===== config.mk =====
export PLATFORM = sky130hd
export DESIGN_NAME = sig_int_cap
export DESIGN_NICKNAME = d
export VERILOG_FILES = /design/src/rtl/sig_int_pkg.sv /design/src/rtl/sig_int_regs.sv /design/src/rtl/sig_int_seq.sv /design/src/rtl/sig_int_cap.sv
export SDC_FILE = /design/constraint.sdc
export NUM_CORES = 1
export LEC_CHECK = 0
export ABC_CLOCK_PERIOD_IN_PS = 5100
export BUFFER_PORTS_ARGS = -buffer_cell sky130_fd_sc_hd__buf_2
export CORE_ASPECT_RATIO = 0.7
export CORE_MARGIN = 2
export CORE_UTILIZATION = 40
export DETAILED_ROUTE_END_ITERATION = 8
export PLACE_DENSITY = 0.69
export SYNTH_ARGS = -nofsm -noshare
export SYNTH_HDL_FRONTEND = slang
export SYNTH_HIERARCHICAL = 1
export SYNTH_SLANG_ARGS = --single-unit
export TNS_END_PERCENT = 5

===== constraint.sdc =====
create_clock -name clk -period 5.1 [get_ports clk]
set_input_delay 1.02 -clock clk [delete_from_list [all_inputs] [get_ports clk]]
set_output_delay 1.02 -clock clk [all_outputs]
set_load 0.1 [all_outputs]

===== src/rtl/sig_int_pkg.sv =====
package sig_int_pkg;

    localparam int CFG_AW = 3;

    typedef enum logic [1:0] {
        ST_IDLE,
        ST_DELIVER,
        ST_SCAN,
        ST_REPLAY_OUT
    } seq_state_t;

    // Replace the bytes selected by the enables.
    function automatic logic [31:0] be_merge(input logic [31:0] old_v,
                                             input logic [31:0] new_v,
                                             input logic [3:0]  be);
        logic [31:0] r;
        for (int b = 0; b < 4; b++) begin
            r[b*8 +: 8] = be[b] ? new_v[b*8 +: 8] : old_v[b*8 +: 8];
        end
        return r;
    endfunction

    // Low-bit mask covering 2^lg vectors.
    function automatic logic [31:0] vec_span(input logic [2:0] lg);
        logic [5:0] n;
        n = 6'd1 << lg;
        return (n >= 6'd32) ? 32'hFFFF_FFFF : ((32'd1 << n) - 32'd1);
    endfunction

    // Zero-extended data with the low lg bits carrying the vector.
    function automatic logic [31:0] merge_data(input logic [15:0] d,
                                               input logic [2:0]  lg,
                                               input logic [4:0]  v);
        logic [31:0] m;
        m = (32'd1 << lg) - 32'd1;
        return ({16'd0, d} & ~m) | ({27'd0, v} & m);
    endfunction

endpackage


===== src/rtl/sig_int_regs.sv =====
module sig_int_regs
    import sig_int_pkg::*;
#(
    parameter bit ADDR64   = 1'b1,
    parameter bit MASKING  = 1'b1,
    parameter int CAP_LOG2 = 3
) (
    input  logic              clk,
    input  logic              rst_n,
    input  logic              cfg_wr,
    input  logic [CFG_AW-1:0] cfg_addr,
    input  logic [3:0]        cfg_be,
    input  logic [31:0]       cfg_wdata,
    output logic [31:0]       cfg_rdata,
    output logic              enable,
    output logic [2:0]        en_field,
    output logic [63:0]       msg_base,
    output logic [15:0]       data_reg,
    output logic [31:0]       mask_reg,
    output logic [31:0]       pend_reg,
    input  logic              set_pend,
    input  logic              clr_pend,
    input  logic [4:0]        pend_vec,
    output logic              kick,
    output logic              intx_clr
);
    localparam int          NVEC    = 1 << CAP_LOG2;
    localparam logic [31:0] MASK_WM = 32'hFFFF_FFFF >> (32 - NVEC);
    localparam logic [2:0]  CAP_F   = 3'(CAP_LOG2);
    localparam int          DW_DATA = ADDR64 ? 3 : 2;
    localparam int          DW_MASK = DW_DATA + 1;
    localparam int          DW_PEND = DW_DATA + 2;
    localparam int          DW_LAST = MASKING ? DW_PEND : DW_DATA;

    logic [29:0] addr_lo;
    logic [31:0] addr_hi;

    logic       wr_ctl, touch_ctl, touch_mask, qualify;
    logic       new_en;
    logic [2:0] raw_fld, new_fld;
    logic [31:0] ctl_word, pend_nx, mask_nx;

    assign ctl_word  = {7'd0, MASKING, ADDR64, en_field, CAP_F, enable, 16'd0};
    assign wr_ctl    = cfg_wr && (cfg_addr == '0) && cfg_be[2];
    assign touch_ctl = cfg_wr && (cfg_addr == '0) && (cfg_be[2] || cfg_be[3]);
    assign touch_mask = MASKING && cfg_wr && (int'(cfg_addr) == DW_MASK) && (cfg_be != 4'd0);
    assign new_en    = wr_ctl ? cfg_wdata[16] : enable;
    assign raw_fld   = wr_ctl ? cfg_wdata[22:20] : en_field;
    assign new_fld   = (new_en && (raw_fld > CAP_F)) ? CAP_F : raw_fld;
    assign qualify   = (touch_ctl || touch_mask) && new_en;
    assign kick      = qualify && MASKING;

    assign msg_base  = {addr_hi, addr_lo, 2'b00};

    always_comb begin
        mask_nx = mask_reg;
        if (touch_mask) mask_nx = be_merge(mask_reg, cfg_wdata, cfg_be) & MASK_WM;
        pend_nx = pend_reg;
        if (set_pend) pend_nx[pend_vec] = 1'b1;
        if (clr_pend) pend_nx[pend_vec] = 1'b0;
        if (qualify)  pend_nx = pend_nx & vec_span(new_fld);
        if (!MASKING) begin
            pend_nx = '0;
            mask_nx = '0;
        end
    end

    always_ff @(posedge clk or negedge rst_n) begin
        if (!rst_n) begin
            enable   <= 1'b0;
            en_field <= '0;
            addr_lo  <= '0;
            data_reg <= '0;
            mask_reg <= '0;
            pend_reg <= '0;
            intx_clr <= 1'b0;
        end else begin
            intx_clr <= qualify;
            mask_reg <= mask_nx;
            pend_reg <= pend_nx;
            if (wr_ctl) begin
                enable   <= new_en;
                en_field <= new_fld;
            end
            if (cfg_wr && cfg_addr == 3'd1) begin
                addr_lo <= be_merge({addr_lo, 2'b00}, cfg_wdata, cfg_be) >> 2;
            end
            if (cfg_wr && int'(cfg_addr) == DW_DATA) begin
                data_reg <= be_merge({16'd0, data_reg}, cfg_wdata, cfg_be) & 32'h0000_FFFF;
            end
        end
    end

    generate
        if (ADDR64) begin : g_hi
            always_ff @(posedge clk or negedge rst_n) begin
                if (!rst_n) begin
                    addr_hi <= '0;
                end else if (cfg_wr && cfg_addr == 3'd2) begin
                    addr_hi <= be_merge(addr_hi, cfg_wdata, cfg_be);
                end
            end
        end else begin : g_no_hi
            assign addr_hi = '0;
        end
    endgenerate

    always_comb begin
        cfg_rdata = '0;
        if (int'(cfg_addr) <= DW_LAST) begin
            if (cfg_addr == '0)                  cfg_rdata = ctl_word;
            else if (cfg_addr == 3'd1)           cfg_rdata = {addr_lo, 2'b00};
            else if (int'(cfg_addr) == DW_DATA)  cfg_rdata = {16'd0, data_reg};
            else if (int'(cfg_addr) == DW_MASK)  cfg_rdata = mask_reg;
            else if (int'(cfg_addr) == DW_PEND)  cfg_rdata = pend_reg;
            else                                 cfg_rdata = addr_hi;
        end
    end


    en_clamp_chk: assert property (@(posedge clk) disable iff (!rst_n)
        enable |-> (en_field <= CAP_F));


    mask_span_chk: assert property (@(posedge clk) disable iff (!rst_n)
        (mask_reg & ~MASK_WM) == 32'd0);


    pend_masked_chk: assert property (@(posedge clk) disable iff (!rst_n)
        set_pend |-> mask_reg[pend_vec]);

endmodule


===== src/rtl/sig_int_seq.sv =====
module sig_int_seq
    import sig_int_pkg::*;
#(
    parameter bit MASKING = 1'b1
) (
    input  logic        clk,
    input  logic        rst_n,
    input  logic        req_valid,
    input  logic [4:0]  req_vec,
    output logic        req_ready,
    output logic        req_err,
    output logic        msg_valid,
    output logic [63:0] msg_addr,
    output logic [31:0] msg_data,
    input  logic        msg_ready,
    input  logic        cfg_wr,
    input  logic        enable,
    input  logic [2:0]  en_field,
    input  logic [63:0] msg_base,
    input  logic [15:0] data_reg,
    input  logic [31:0] mask_reg,
    input  logic [31:0] pend_reg,
    input  logic        kick,
    output logic        set_pend,
    output logic        clr_pend,
    output logic [4:0]  pend_vec
);
    seq_state_t state, nxt;
    logic        replay_due;
    logic        accept, in_range, vec_ok, vec_masked, has_cand;
    logic [31:0] cand;
    logic [4:0]  pick;

    assign accept     = req_valid && req_ready;
    assign in_range   = ({4'd0, req_vec} < (9'd1 << en_field));
    assign vec_ok     = enable && in_range;
    assign vec_masked = MASKING && mask_reg[req_vec];
    assign cand       = pend_reg & ~mask_reg & vec_span(en_field);
    assign has_cand   = |cand;

    always_comb begin
        pick = '0;
        for (int i = 31; i >= 0; i--) begin
            if (cand[i]) pick = 5'(i);
        end
    end

    assign req_ready = (state == ST_IDLE) && !replay_due && !cfg_wr;
    assign msg_valid = (state == ST_DELIVER) || (state == ST_REPLAY_OUT);
    assign set_pend  = accept && vec_ok && vec_masked;
    assign clr_pend  = (state == ST_SCAN) && has_cand;
    assign pend_vec  = (state == ST_SCAN) ? pick : req_vec;

    always_comb begin
        nxt = state;
        unique case (state)
            ST_IDLE: begin
                if (replay_due)                          nxt = ST_SCAN;
                else if (accept && vec_ok && !vec_masked) nxt = ST_DELIVER;
            end
            ST_DELIVER:    if (msg_ready) nxt = ST_IDLE;
            ST_SCAN:       nxt = has_cand ? ST_REPLAY_OUT : ST_IDLE;
            ST_REPLAY_OUT: if (msg_ready) nxt = ST_SCAN;
            default:       nxt = ST_IDLE;
        endcase
    end

    always_ff @(posedge clk or negedge rst_n) begin
        if (!rst_n) state <= ST_IDLE;
        else        state <= nxt;
    end

    always_ff @(posedge clk or negedge rst_n) begin
        if (!rst_n) begin
            replay_due <= 1'b0;
            req_err    <= 1'b0;
            msg_addr   <= '0;
            msg_data   <= '0;
        end else begin
            req_err <= accept && !vec_ok;
            if (kick)                                  replay_due <= 1'b1;
            else if (state == ST_IDLE && replay_due)   replay_due <= 1'b0;
            if (state == ST_IDLE && !replay_due && accept && vec_ok && !vec_masked) begin
                msg_addr <= msg_base;
                msg_data <= merge_data(data_reg, en_field, req_vec);
            end else if (state == ST_SCAN && has_cand) begin
                msg_addr <= msg_base;
                msg_data <= merge_data(data_reg, en_field, pick);
            end
        end
    end


    msg_hold_chk: assert property (@(posedge clk) disable iff (!rst_n)
        (msg_valid && !msg_ready) |=> (msg_valid && $stable(msg_addr) && $stable(msg_data)));


    err_cause_chk: assert property (@(posedge clk) disable iff (!rst_n)
        req_err |-> $past(req_valid && req_ready));


    no_req_in_msg_chk: assert property (@(posedge clk) disable iff (!rst_n)
        msg_valid |-> !req_ready);


    addr_align_chk: assert property (@(posedge clk) disable iff (!rst_n)
        msg_valid |-> (msg_addr[1:0] == 2'b00));

endmodule


===== src/rtl/sig_int_cap.sv =====
module sig_int_cap
    import sig_int_pkg::*;
#(
    parameter bit ADDR64   = 1'b1,
    parameter bit MASKING  = 1'b1,
    parameter int CAP_LOG2 = 3
) (
    input  logic              clk,
    input  logic              rst_n,
    input  logic              cfg_wr,
    input  logic [CFG_AW-1:0] cfg_addr,
    input  logic [3:0]        cfg_be,
    input  logic [31:0]       cfg_wdata,
    output logic [31:0]       cfg_rdata,
    input  logic              req_valid,
    input  logic [4:0]        req_vec,
    output logic              req_ready,
    output logic              req_err,
    output logic              msg_valid,
    output logic [63:0]       msg_addr,
    output logic [31:0]       msg_data,
    input  logic              msg_ready,
    output logic              intx_clr
);
    logic        enable, kick, set_pend, clr_pend;
    logic [2:0]  en_field;
    logic [63:0] msg_base;
    logic [15:0] data_reg;
    logic [31:0] mask_reg, pend_reg;
    logic [4:0]  pend_vec;

    sig_int_regs #(
        .ADDR64   (ADDR64),
        .MASKING  (MASKING),
        .CAP_LOG2 (CAP_LOG2)
    ) u_regs (
        .clk       (clk),
        .rst_n     (rst_n),
        .cfg_wr    (cfg_wr),
        .cfg_addr  (cfg_addr),
        .cfg_be    (cfg_be),
        .cfg_wdata (cfg_wdata),
        .cfg_rdata (cfg_rdata),
        .enable    (enable),
        .en_field  (en_field),
        .msg_base  (msg_base),
        .data_reg  (data_reg),
        .mask_reg  (mask_reg),
        .pend_reg  (pend_reg),
        .set_pend  (set_pend),
        .clr_pend  (clr_pend),
        .pend_vec  (pend_vec),
        .kick      (kick),
        .intx_clr  (intx_clr)
    );

    sig_int_seq #(
        .MASKING (MASKING)
    ) u_seq (
        .clk       (clk),
        .rst_n     (rst_n),
        .req_valid (req_valid),
        .req_vec   (req_vec),
        .req_ready (req_ready),
        .req_err   (req_err),
        .msg_valid (msg_valid),
        .msg_addr  (msg_addr),
        .msg_data  (msg_data),
        .msg_ready (msg_ready),
        .cfg_wr    (cfg_wr),
        .enable    (enable),
        .en_field  (en_field),
        .msg_base  (msg_base),
        .data_reg  (data_reg),
        .mask_reg  (mask_reg),
        .pend_reg  (pend_reg),
        .kick      (kick),
        .set_pend  (set_pend),
        .clr_pend  (clr_pend),
        .pend_vec  (pend_vec)
    );

endmodule


# Yosys cells after proc, flatten, opt, wreduce, memory -nomap -nowiden
# Cells that the tools add are included.
[totals]
reg_bits = 223
in_bits = 49
output_inout_bits = 132
elab_cells = 173
[op_classes]
addsub = 3
magnitude_cmp = 8
n_eq_ne = 11
n_shift = 6
n_mux = 63
bitwise_logic = 13
reduce_logical = 49
[ops]
columns = ["operator", "n"]
rows = [
  ["32-bit 2-to-1 mux", 13],
  ["5-bit 2-to-1 mux", 33],
  ["32-bit AND", 4],
  ["64-bit 2-to-1 mux", 2],
  ["32-bit OR", 3],
  ["32-bit by 1-bit subtractor with 32-bit output, second input constant", 3],
  ["5-bit by 32-bit AND with 32-bit output", 2],
  ["32-bit inverter", 2],
  ["1-bit by 6-bit << shifter with 32-bit output, first input constant", 2],
  ["16-bit by 32-bit AND with 32-bit output", 1],
  ["8-bit inverter with 32-bit output", 1],
  ["32-bit OR reduction", 1],
  ["1-bit by 3-bit << shifter with 32-bit output, first input constant", 1],
  ["1-bit logical AND", 24],
  ["2-bit AND reduction", 11],
  ["6-bit greater-or-equal comparator, second input constant", 2],
  ["5-bit by 6-bit < comparator with 1-bit output, second input constant", 2],
  ["1-bit by 3-bit << shifter with 6-bit output, first input constant", 2],
  ["2-bit 2-to-1 mux", 5],
  ["3-bit == test, second input constant", 3],
  ["5-bit by 9-bit < comparator with 1-bit output", 1],
  ["1-bit by 3-bit << shifter with 9-bit output, first input constant", 1],
  ["2-bit case mux with 4 select lines", 1],
  ["3-bit 2-to-1 mux", 2],
  ["19 further kinds", 31],
]

# Depth between registers and ports, before layout
[depth]
ltp_word = 48
depth_mapped = 18
ltp_nobuf = 15

# Hierarchy
# Netlist, hierarchy kept.
[by_module_without_submodules]
columns = ["module", "instances", "cells_per_inst", "area_each_um2", "seq_area_each_um2"]
rows = [
  ["sig_int_regs", 1, 610, 6426.2, 3078.0],
  ["sig_int_seq", 1, 500, 5451.5, 2102.0],
]

# Worst setup path before layout
# No wires, ideal clock.
[synth_timing]
path_type = "in2reg"
from = "input cfg_wr"
to = "register u_seq.msg_addr[0]"
setup_ns = 0.126
arrival_time_ns = 5.616
required_time_ns = 4.974
path_slack_ns = -0.642
cell_stages = 8
path_buffers = 2
cell_sequence = "nor4_1 > nand2_1 > nor3_1 > nor3b_2 > a21o_1 > buf_6 > buf_6 > mux2_4"
[synth_between]
elab_chain_len = 7
elab_cells_between_ends = 8
cone_classes = "1 x mux; 7 x reduce/logical"
[synth_rtl]
columns = ["item", "line_no", "text"]
rows = [
  ["start, declared", "sig_int_cap.sv:10", "input logic cfg_wr,"],
  ["1-bit zero test (*)", "sig_int_seq.sv:48", "assign req_ready = (state == ST_IDLE) && !replay_due && !cfg_wr;"],
  ["1-bit logical AND (*)", "sig_int_seq.sv:48", ""],
  ["1-bit logical AND (*)", "sig_int_seq.sv:34", "assign accept = req_valid && req_ready;"],
  ["1-bit logical AND (*) (3 in series)", "sig_int_seq.sv:83", "if (state == ST_IDLE && !replay_due && accept && vec_ok && !vec_masked) begin"],
  ["64-bit 2-to-1 mux or 2-bit nonzero test (tied branches)", "n/a", ""],
  ["end signal, assigned", "sig_int_seq.sv:84", "msg_addr <= msg_base;"],
  ["end signal, assigned", "sig_int_seq.sv:87", "msg_addr <= msg_base;"],
  ["end, declared", "sig_int_seq.sv:13", "output logic [63:0] msg_addr,"],
]
# Mark *: on every way between the ends. The rest lies on a longest branch, timed or not.
# A chain may end at the register's enable or synchronous reset.

# Worst setup path in the final report
[layout_timing]
from = "register u_regs.en_field[1]"
to = "register u_regs.pend_reg[23]"
[layout_between]
elab_chain_len = 48
elab_cells_between_ends = 67
cone_classes = "2 x add/sub; 6 x order compare; 5 x shift; 42 x mux; 5 x bitwise; 7 x reduce/logical"
[layout_rtl]
columns = ["item", "line_no", "text"]
rows = [
  ["start, declared", "sig_int_regs.sv:16", "output logic [2:0] en_field,"],
  ["start signal, assigned", "sig_int_regs.sv:83", "en_field <= new_fld;"],
  ["1-bit by 3-bit << shifter with 6-bit output (*)", "sig_int_pkg.sv:26", "n = 6'd1 << lg;"],
  ["1-bit by 6-bit << shifter with 32-bit output", "sig_int_pkg.sv:27", "return (n >= 6'd32) ? 32'hFFFF_FFFF : ((32'd1 << n) - 32'd1);"],
  ["32-bit by 1-bit subtractor with 32-bit output", "sig_int_pkg.sv:27", ""],
  ["32-bit 2-to-1 mux (*)", "sig_int_pkg.sv:27", ""],
  ["32-bit AND (*)", "sig_int_seq.sv:38", "assign cand = pend_reg & ~mask_reg & vec_span(en_field);"],
  ["5-bit 2-to-1 mux (31 in series)", "sig_int_seq.sv:44", "if (cand[i]) pick = 5'(i);"],
  ["5-bit 2-to-1 mux (*)", "sig_int_seq.sv:44", ""],
  ["5-bit 2-to-1 mux (*)", "sig_int_seq.sv:52", "assign pend_vec = (state == ST_SCAN) ? pick : req_vec;"],
  ["via pend_vec[2]", "sig_int_cap.sv:30", "logic [4:0] pend_vec;"],
  ["[3 not listed]", "n/a", ""],
  ["1-bit demux with 5-bit select (*)", "n/a", ""],
  ["32-bit OR (no source line)", "n/a", ""],
  ["32-bit 2-to-1 mux", "sig_int_regs.sv:59", "if (set_pend) pend_nx[pend_vec] = 1'b1;"],
  ["32-bit AND (no source line)", "n/a", ""],
  ["32-bit 2-to-1 mux (*)", "sig_int_regs.sv:60", "if (clr_pend) pend_nx[pend_vec] = 1'b0;"],
  ["32-bit AND", "sig_int_regs.sv:61", "if (qualify) pend_nx = pend_nx & vec_span(new_fld);"],
  ["32-bit 2-to-1 mux (*)", "sig_int_regs.sv:61", ""],
  ["via u_regs.pend_nx[23]", "sig_int_regs.sv:41", "logic [31:0] ctl_word, pend_nx, mask_nx;"],
  ["end signal, assigned", "sig_int_regs.sv:80", "pend_reg <= pend_nx;"],
  ["end, declared", "sig_int_regs.sv:20", "output logic [31:0] pend_reg,"],
]
# Mark *: on every way through the listed nets, which the timed path passes. The rest lies on a longest branch.

==> summary.txt <==
Run status
  • Status: completed

STA
  • Min Tclk post-route: 4.480 ns
  • Max-slew violation count: 0
  • Slew @ Worst Pin: 0.9635 ns
  • Final hold slack: a little under 0.5 ns
  • Hold Vio Cnt, Final: 0
  • Tcrit/Tclk final: 87.84%
  • Fin Clk Skew: 0.01708 ns
  • Final setup margin: ~0.62 ns
  • RSZ-0062 raised after global routing: false
  • Slew margin rel.: 35.27%
  • Max Fclk: 0.2232 GHz
  • Number of setup violations in the final report: 0

Critical path
  • Crit Path Category: reg2reg
  • Required time of the critical path: 5.54 ns
  • CP endpoint kind: register
  • Worst EP arrival: between 4 and 5 ns
  • CP cell instances: inv_1 > ha_1 > nor2_1 > a21oi_1 > o22ai_1 > and3b_1 > and4_1 > a21oi_1 > o21ai_0 > nand2_1 > nor2_1 > a21oi_1 > a211oi_1
  • Most used cell along the critical path: a21oi_1
  • Critical path fanouts, max: 14
  • Slowest CP cell: o21ai_0
  • Biggest cell delay along the critical path: 0.76 ns
  • CP startpoint kind: register

Die
  • Rows: 52
  • Die Y: 148.2 um
  • Die area: 31110 um^2
  • Initial core utilization: 40.84%
  • Core Region: 29080 um^2
  • Die Width: 210.0 um
  • # IOs: 181

Clock network
  • Post-CTS setup buffers: 0
  • Clock Tree Root: clkbuf_16
  • Clock Latency Late Sink: 0.54 ns
  • Total clock sinks: 207
  • CTS tree: done
  • Clock Pin Slew Worst Setup and Hold Paths: 0.06 ns
  • CTS resizes: 0
  • Hold_buf cts: 0
  • H-tree levels: 1
  • Max Root-Sink Buffers: 3
  • TritonCTS Buffers: 23

Route
  • Top Layer Used: met5
  • M1 wire length: around 17 mm
  • # DRC: 0
  • Post-Route WL: 35.39 mm
  • Metal2 WL: ~14 mm
  • Vias: 9416
  • Wirelength per Cell: 21.29 um
  • DR iter-0 viols: slightly above 800
  • Pre-antenna DRT Iters: 5
  • DRT antenna net count: 0
  • Wire length on met3: between 3 and 4 mm
  • DR vias/cell: between 5 and 6

Global routing
  • Remaining global-route overflow: 0
  • Overall Global Routing Usage: 22.53%
  • Number of antenna violations at the first check in global routing: 5
  • First-pass GRT wire length: 54.48 mm
  • Largest net degree at the start of global routing: 70
  • Number of global-route vias before repair: 9152

Power and ir drop
  • Power per cell area: 558.8 nW/um^2
  • Switching share of total power: 48.07%
  • Internal power: ~0.0041 W
  • Comb pwr share: 45.9%
  • Clk pwr share: 23.5%
  • Sequential share of power: 30.6%
  • VDD IR max: 353.4 uV
  • NetSw: roughly 0.0038 W
  • Leak: 6.537 nW

Synth
  • Yosys reg bits: around 210
  • Largest family of logic cells by synthesized area: multiplexers
  • Post-synthesis compound-gate area fraction: 15.23%
  • Syn Area/Cell: 10.70 um^2
  • Warnings from Yosys: 6
  • Post-Synthesis Cell Area: 11880 um^2
  • Synth Area in XOR/XNOR: 0.3687%
  • Ys async rst share: 100.0%
  • Post-synthesis cell count: 1110
  • Synth unique cells: 80
  • Simple-gate share of the synthesized area: 12.32%
  • Main synth FF type: dfrtp_1
  • Post-synth EDFFs: 0
  • Register area share after synthesis: 43.61%
  • Adder-cell area share of the yosys netlist: 1.475%
  • Proportion of synthesized area in mux cells: 20.48%

Placed design
  • I/O Buffers: about 160
  • RePlAce Congestion: slightly above 1
  • DP Wirelength: 26.32 mm
  • Pre-CTS setup slack: 0.8642 ns

Finish
  • Synthesis-to-layout area growth: 17.76%
  • Commonest non-fill, non-tap cells in the layout: 207 x dfrtp_1, 151 x buf_2, 95 x mux2_2, 87 x a21oi_1, 81 x nand2_1
  • Commonest non-fill, non-tap cell in the layout: dfrtp_1
  • Fraction of layout cells with a size suffix above 1: 33.62%
  • Number of flip-flops in the largest register: 64
  • Final nets: 1328

Job
  • Max_cap viols: 0

Worst hold path
  • Worst hold path class: in2async
-- cells in the mapped netlist, types with 24 or more instances --
library cell	number	area, um^2
mux2_2	95	1070
nand2_1	81	304.0
nor2b_1	31	193.9
nor2_1	45	168.9
clkbuf_1	32	120.1
mux2_4	63	945.9
inv_1	24	90.09
dfrtp_1	207	5180
mux2i_1	36	360.4
o21ai_0	63	315.3
a21oi_1	87	435.4
buf_4	45	337.8
a211oi_1	29	217.7
-- path summary, 6_finish.rpt --
check                                                 end  slack (ns)                           start  cells past startpoint
min in group clk           u_seq/msg_addr[62]$_DFFE_PN0P_        0.50  u_seq/msg_addr[62]$_DFFE_PN0P_                      1
max in group asynchronous   u_regs/pend_reg[10]$_DFF_PN0_        3.64                           rst_n                      2
hold / removal             u_seq/msg_addr[60]$_DFFE_PN0P_        0.49                           rst_n                      1
setup reg to reg            u_regs/pend_reg[23]$_DFF_PN0_        0.62  u_regs/en_field[1]$_DFFE_PN0N_                     13
hold reg to reg            u_seq/msg_addr[62]$_DFFE_PN0P_        0.50  u_seq/msg_addr[62]$_DFFE_PN0P_                      1
setup / recovery            u_regs/pend_reg[23]$_DFF_PN0_        0.62  u_regs/en_field[1]$_DFFE_PN0N_                     13
-- final cells by class --
type,count,area [um^2]
antenna,2,5.005
timing repair buffer,197,1282
clock buffer,31,665.6
clock inverter,11,181.4
tap,378,473.0
fill,2678,15100
multi-input combinational,810,6102
inverter,26,97.59
sequential,207,5180
-- per-layer routing --
metal	global-route usage (%)	vias up
met1	34.12	4732
li1	-	4258
met2	31.96	379
met5	0	-
met4	3.865	4
met3	6.672	43
-- power groups by stage --
stage,Sequential (W),Combinational [W],Clock (W)
3_5_place_dp,0.00241,0.00356,0
4_1_cts,0.00239,0.00357,0.00187
5_1_grt,0.00245,0.00373,0.00195
3_3_place_gp,0.00240,0.00353,0
2_1_floorplan,0.00389,0.00138,0
6_report,0.00239,0.00358,0.00184
-- critical path: cells and delay by family, from the launching register on --
kind / cells / cell delay [ns]
compound gates: 6 / 1.79
simple gates: 5 / 1.34
buf+inv: 1 / 0.28
fa+ha+maj: 1 / 0.58
flops: 1 / 0.39
-- cell families after synthesis --
family | after synthesis
buffers and inverters | 133
AND/OR/NAND/NOR | 268
XOR/XNOR | 5
multiplexers | 197
other | 2
AO/OA/AOI/OAI | 284
adder cells (fa/ha/maj) | 14
flip-flops | 207
-- metrics by stage --
stage	total power, W	instance area (um^2)	TNS [ns]	util, %	std cells
finish	0.007816	13990	0	48.09	1662
global route	0.008125	13980	0	48.08	1660
CTS	0.007833	13980	0	48.08	1660
detailed placement	0.005970	13140	0	45.16	1618
global placement	0.005936	13140	0	45.16	1618
floorplan	0.005271	12030	-0.2130	-	1150
(Power assumes the default switching activity.)
